<file path="config.mk">
export PLATFORM = sky130hd
export DESIGN_NAME = lza_parallel_top
export DESIGN_NICKNAME = d
export VERILOG_FILES = /design/src/rtl/lza_pkg.sv /design/src/rtl/lza_prep.sv /design/src/rtl/lza_lzd.sv /design/src/rtl/lza_err_tree.sv /design/src/rtl/lza_parallel_top.sv
export SDC_FILE = /design/constraint.sdc
export NUM_CORES = 1
export LEC_CHECK = 0
export CAP_MARGIN = 0
export CORE_UTILIZATION = 61
export CTS_CLUSTER_DIAMETER = 100
export CTS_CLUSTER_SIZE = 10
export DETAILED_ROUTE_END_ITERATION = 8
export DONT_BUFFER_PORTS = 1
export HOLD_SLACK_MARGIN = 0.15
export PLACE_DENSITY = 0.77
export SYNTH_ARGS = -nofsm -noshare
export SYNTH_HDL_FRONTEND = slang
export SYNTH_SLANG_ARGS = --single-unit
</file>
<file path="constraint.sdc">
create_clock -name clk -period 13.5 [get_ports clk]
set_clock_uncertainty 0.15 [all_clocks]
set_input_delay 1.35 -clock clk [delete_from_list [all_inputs] [get_ports clk]]
set_output_delay 1.35 -clock clk [all_outputs]
set_load 0.1 [all_outputs]
</file>
<file path="src/rtl/lza_pkg.sv">
package lza_pkg;

  // Summary of one segment of the signed-digit string d = x - y (digits -1/0/+1)
  typedef struct packed {
    logic v;    // segment holds an indicator bit
    logic nz;   // segment holds a nonzero digit
    logic neg;  // topmost nonzero digit of the segment is -1
    logic res;  // a nonzero digit lies below the segment's first indicator bit
    logic e;    // that digit is -1: prediction one place too high
  } enode_t;

  function automatic enode_t err_leaf(logic f, logic t, logic n);
    enode_t r;
    r.v   = f;
    r.nz  = t;
    r.neg = n;
    r.res = 1'b0;
    r.e   = 1'b0;
    return r;
  endfunction

  // hi covers the more significant half
  function automatic enode_t err_merge(enode_t hi, enode_t lo);
    enode_t r;
    r.v   = hi.v | lo.v;
    r.nz  = hi.nz | lo.nz;
    r.neg = hi.nz ? hi.neg : lo.neg;
    if (hi.v) begin
      r.res = hi.res | lo.nz;
      r.e   = hi.res ? hi.e : lo.neg;
    end else begin
      r.res = lo.res;
      r.e   = lo.e;
    end
    return r;
  endfunction

endpackage

</file>
<file path="src/rtl/lza_prep.sv">
module lza_prep #(
  parameter int W = 32
) (
  input  logic [W-1:0] a_sig,
  input  logic [W-1:0] b_sig,
  output logic [W-1:0] diff_c,
  output logic [W-1:0] t_vec,
  output logic [W-1:0] n_vec,
  output logic [W-1:0] f_vec
);
  logic [W-1:0] x, y;
  logic a_ge;

  always_comb begin
    a_ge   = (a_sig >= b_sig);
    x      = a_ge ? a_sig : b_sig;
    y      = a_ge ? b_sig : a_sig;
    diff_c = x - y;
    t_vec  = x ^ y;          // digit nonzero
    n_vec  = ~x & y;         // digit is -1
    // indicator: nonzero digit whose lower neighbour is not -1
    f_vec  = t_vec & ~{n_vec[W-2:0], 1'b0};
  end
endmodule

</file>
<file path="src/rtl/lza_lzd.sv">
module lza_lzd #(
  parameter int W  = 32,
  parameter int CW = $clog2(W) + 1
) (
  input  logic [W-1:0]  f_vec,
  output logic [CW-1:0] pred_cnt,
  output logic          any_one
);
  localparam int NN = 2 * W - 1;

  logic          cv [NN];
  logic [CW-1:0] cc [NN];

  for (genvar k = 0; k < W; k++) begin : g_leaf
    assign cv[W-1+k] = f_vec[W-1-k];
    assign cc[W-1+k] = '0;
  end

  for (genvar i = 0; i < W - 1; i++) begin : g_node
    localparam int LV   = $clog2(i + 2) - 1;
    localparam int HALF = W >> (LV + 1);
    assign cv[i] = cv[2*i+1] | cv[2*i+2];
    assign cc[i] = cv[2*i+1] ? cc[2*i+1] : CW'(HALF) + cc[2*i+2];
  end

  assign any_one  = cv[0];
  assign pred_cnt = cv[0] ? cc[0] : CW'(W);
endmodule

</file>
<file path="src/rtl/lza_err_tree.sv">
module lza_err_tree
  import lza_pkg::*;
#(
  parameter int W = 32
) (
  input  logic [W-1:0] f_vec,
  input  logic [W-1:0] t_vec,
  input  logic [W-1:0] n_vec,
  output logic         corr
);
  localparam int NN = 2 * W - 1;

  enode_t nd [NN];

  for (genvar k = 0; k < W; k++) begin : g_leaf
    assign nd[W-1+k] = err_leaf(f_vec[W-1-k], t_vec[W-1-k], n_vec[W-1-k]);
  end

  // first level joins bit pairs; upper levels keep only the pattern at the
  // most significant indicator position
  for (genvar i = 0; i < W - 1; i++) begin : g_node
    assign nd[i] = err_merge(nd[2*i+1], nd[2*i+2]);
  end

  assign corr = nd[0].v & nd[0].e;
endmodule

</file>
<file path="src/rtl/lza_parallel_top.sv">
module lza_parallel_top #(
  parameter int W  = 32,
  parameter int CW = $clog2(W) + 1
) (
  input  logic          clk,
  input  logic          rst_n,
  input  logic          in_valid,
  input  logic [W-1:0]  a_sig,
  input  logic [W-1:0]  b_sig,
  output logic          out_valid,
  output logic [W-1:0]  diff,
  output logic [CW-1:0] lz_count,
  output logic          zero
);
  logic [W-1:0]  diff_c, t_vec, n_vec, f_vec;
  logic [CW-1:0] pred_cnt;
  logic          any_one;
  logic          corr;
  logic          pred_zero;
  logic [CW-1:0] cnt_c;

  lza_prep #(.W(W)) u_prep (
    .a_sig(a_sig), .b_sig(b_sig), .diff_c(diff_c),
    .t_vec(t_vec), .n_vec(n_vec), .f_vec(f_vec)
  );

  lza_lzd #(.W(W), .CW(CW)) u_lzd (
    .f_vec(f_vec), .pred_cnt(pred_cnt), .any_one(any_one)
  );

  lza_err_tree #(.W(W)) u_err (
    .f_vec(f_vec), .t_vec(t_vec), .n_vec(n_vec), .corr(corr)
  );

  assign pred_zero = ~any_one;
  assign cnt_c     = pred_cnt + CW'(corr);

  always_ff @(posedge clk) begin
    if (!rst_n) begin
      out_valid <= 1'b0;
      diff      <= '0;
      lz_count  <= '0;
      zero      <= 1'b0;
    end else begin
      out_valid <= in_valid;
      if (in_valid) begin
        diff     <= diff_c;
        lz_count <= cnt_c;
        zero     <= pred_zero;
      end
    end
  end
endmodule

</file>
==> impl_metrics.yaml <==
run_status:
  status: "finished clean"
placement:
  pre_cts_ws_ns: 5.87
  place.gp.congestion: 0.957
  hpwl_um: 15000
  portBuffers: 0
cts:
  cts.path.max_buffers: 2
  cts_tree: "yes"
  h-tree-depth: 2
  cts_buffers: 5
  clk_pin_slew_worst_paths_ns: 0.10
  cts_resized: 0
  clock_latency_ns: 0.32
  ctsHoldBuffers: 0
  clockRootBuffer: "clkbuf_8"
  post_cts_buffers: 0
  cts_sinks: 40
synth:
  ys_seq_area_frac: 0.123
  synth-main-ff-cell: "dfxtp_1"
  synth-seq-cells: 40
  netlist_area_um2: 6530
  synth_nets: 1078
  synth.distinct_cells: 66
  synth_edf_count: 0
  yosysWarnings: 0
  async_reset_ff_frac: 0
  avgSynthCellArea_um2: 7.13
  synth_cells: 916
floorplanning:
  rows: 37
  die_y_um: 105
  fp.dieArea_um2: 11100
  ios: 107
  start_util: 0.630
  core_um2: 10400
  fp.dieW_um: 105
global_route:
  grt_usage: 0.340
  grt_pass1_wl_um: 30700
  grt_start_max_net_pins: 55
  antenna_found_initial: 0
  grt_pass1_vias: 6447
  grt_overflow_total: 0
flow_run:
  drv_cap: 0
cells_and_area:
  drive_gt1_frac: 0.0599
  fill_cells: 991
  syn2layout_area_growth_pct: 1.94
  final-seq-area_um2: 801
  layout.nets: 1046
  most-common-layout-cells: "nor2_1, inv_1, ha_1, a21oi_1, a21o_1"
  num_antenna_cells: 0
  final_common_cell: "nor2_1"
  multi_input_area_um2: 5140
pwr:
  p_comb_frac: 0.557
  clkPwrFrac: 0.121
  p_leak_nw: 3.28
  p_seq_frac: 0.322
  powerDensity_nw_per_um2: 122
  net-switching-power_mw: 0.454
  vdd_drop_max_uv: 65.1
  p_sw_frac: 0.561
  p_int_mw: 0.355
critical_path:
  cp.arrival_ns: 7.42
  crit_type: "in2reg"
  endpoint: "lz_count[4]"
  rr_endpoint: "lz_count[5]"
  reg2reg_slack_ns: 11.88
  cp-end-kind: "flip-flop"
  r2r_cells: 2
  r2r-start: "lz_count[5]"
  crit_start: "b_sig[7]"
  startpoint_type: "primary input"
  cp_data_required_time_ns: 13.60
  path_max_fanout: 54
sta:
  slew_headroom: 0.275
  setup_viol: 0
  fin_crit_sh: 0.542
  final-max-slew-violation-count: 0
  fin_setup_tns_ns: 0
  fin_ws_ns: 6.18
  worstMarginPinSlew_ns: 1.09
  max_clock_freq_mhz: 137
  final_hold_viol_count: 0
  min_period_ns: 7.32
  rsz0062_at_grt: "no"
route:
  wl_per_cell_um: 18.6
  dr.pass1.iters: 5
  drc: 0
  vias_per_cell: 6.48
  drtIter0Drc: 396
  ant_nets: 0
  wl_um: 19000
  vias: 6611
hold_path:
  hold_class: "reg2reg"
[Yosys cell counts (all sizes together), types with 14 or more instances]
cell type | instances | area share
nand3 | 23 | 0.018
dfxtp | 40 | 0.12
nor2 | 114 | 0.066
clkbuf | 33 | 0.019
a21o | 50 | 0.057
inv | 112 | 0.064
mux2 | 26 | 0.045
nor3 | 31 | 0.024
xnor2 | 14 | 0.019
a21oi | 67 | 0.051
ha | 95 | 0.18
nand2 | 48 | 0.028
mux2i | 28 | 0.043
o21ai | 47 | 0.037
[logic make-up (layout without fill, tap and decap cells)]
family / Yosys count / after routing / synth area share
and+or+nand+nor: 285 / 285 / 0.204
DFF: 40 / 40 / 0.123
AOI/OAI and AO/OA: 268 / 268 / 0.286
muxes: 54 / 54 / 0.0878
xor gates and xnor gates: 19 / 19 / 0.0255
adders and majority gates: 95 / 95 / 0.182
buffers and inverters: 155 / 124 / 0.0924
[registers in the layout, indices dropped and copies added (netlist names)]
signal,cells
diff,32
lz_count,6
out_valid,1
zero,1
[power by group through the flow]
stage | logic, mW | clock network (mW) | registers [mW]
final | 0.451 | 0.0981 | 0.260
after global routing | 0.498 | 0.102 | 0.262
after CTS | 0.443 | 0.0979 | 0.260
after floorplan | 0.349 | 0 | 0.258
after detailed placement | 0.439 | 0 | 0.263
after global placement | 0.429 | 0 | 0.262
[stage by stage]
| stage | util | power (mW) | cell area [µm²] | instances | hold WS, ns |
|---|---|---|---|---|---|
| after floorplan | - | 0.608 | 6530 | 916 | 0.720 |
| after global placement | 0.632 | 0.691 | 6560 | 1013 | 0.760 |
| after detailed placement | 0.632 | 0.702 | 6560 | 1013 | 0.768 |
| after CTS | 0.642 | 0.801 | 6660 | 1021 | 0.782 |
| after global routing | 0.642 | 0.861 | 6660 | 1021 | 0.824 |
| final | 0.642 | 0.810 | 6660 | 1021 | 0.778 |
[worst min-delay path by stage]
stage / depth (start not counted) / to / from
final: 2 / diff[15] / diff[15]
after global routing: 2 / diff[15] / diff[15]
after CTS: 2 / diff[15] / diff[15]
after detailed placement: 2 / diff[15] / diff[15]
after global placement: 2 / diff[15] / diff[15]
after floorplan: 2 / diff[15] / diff[15]
[routing by layer]
metal | up-vias | global-route usage | routed length [µm]
met5 | - | 0 | 0
met4 | 0 | 0.129 | 577
met3 | 43 | 0.0247 | 940
met2 | 232 | 0.608 | 9200
met1 | 3132 | 0.423 | 8320
li1 | 3204 | - | -
[critical path, stage by stage]
cell and delay [ns]:
inv_1 0.03, ha_1 0.40, a2111oi_4 0.37, o21ai_2 0.10
a41oi_2 0.25, o41ai_4 0.18, a21oi_4 0.16, buf_4 0.49
mux2_2 0.41, ha_1 0.36, o22ai_1 0.17, or2_1 0.36
nor3_1 0.58, nand3_1 0.36, nor4_1 0.46, o311ai_1 0.19
o21ai_1 0.17, ha_1 0.19, ha_1 0.18, nand2_1 0.07
or4_1 0.43, a31oi_1 0.16
[final cells by class]
cell class | count | area share
Clock inverter | 2 | 0.00226
Sequential cell | 40 | 0.120
Tap cell | 136 | 0.0256
Inverter | 112 | 0.0632
Timing Repair Buffer | 4 | 0.00451
Clock buffer | 6 | 0.0124
Multi-Input combinational cell | 721 | 0.772
(Power assumes the default switching activity.)
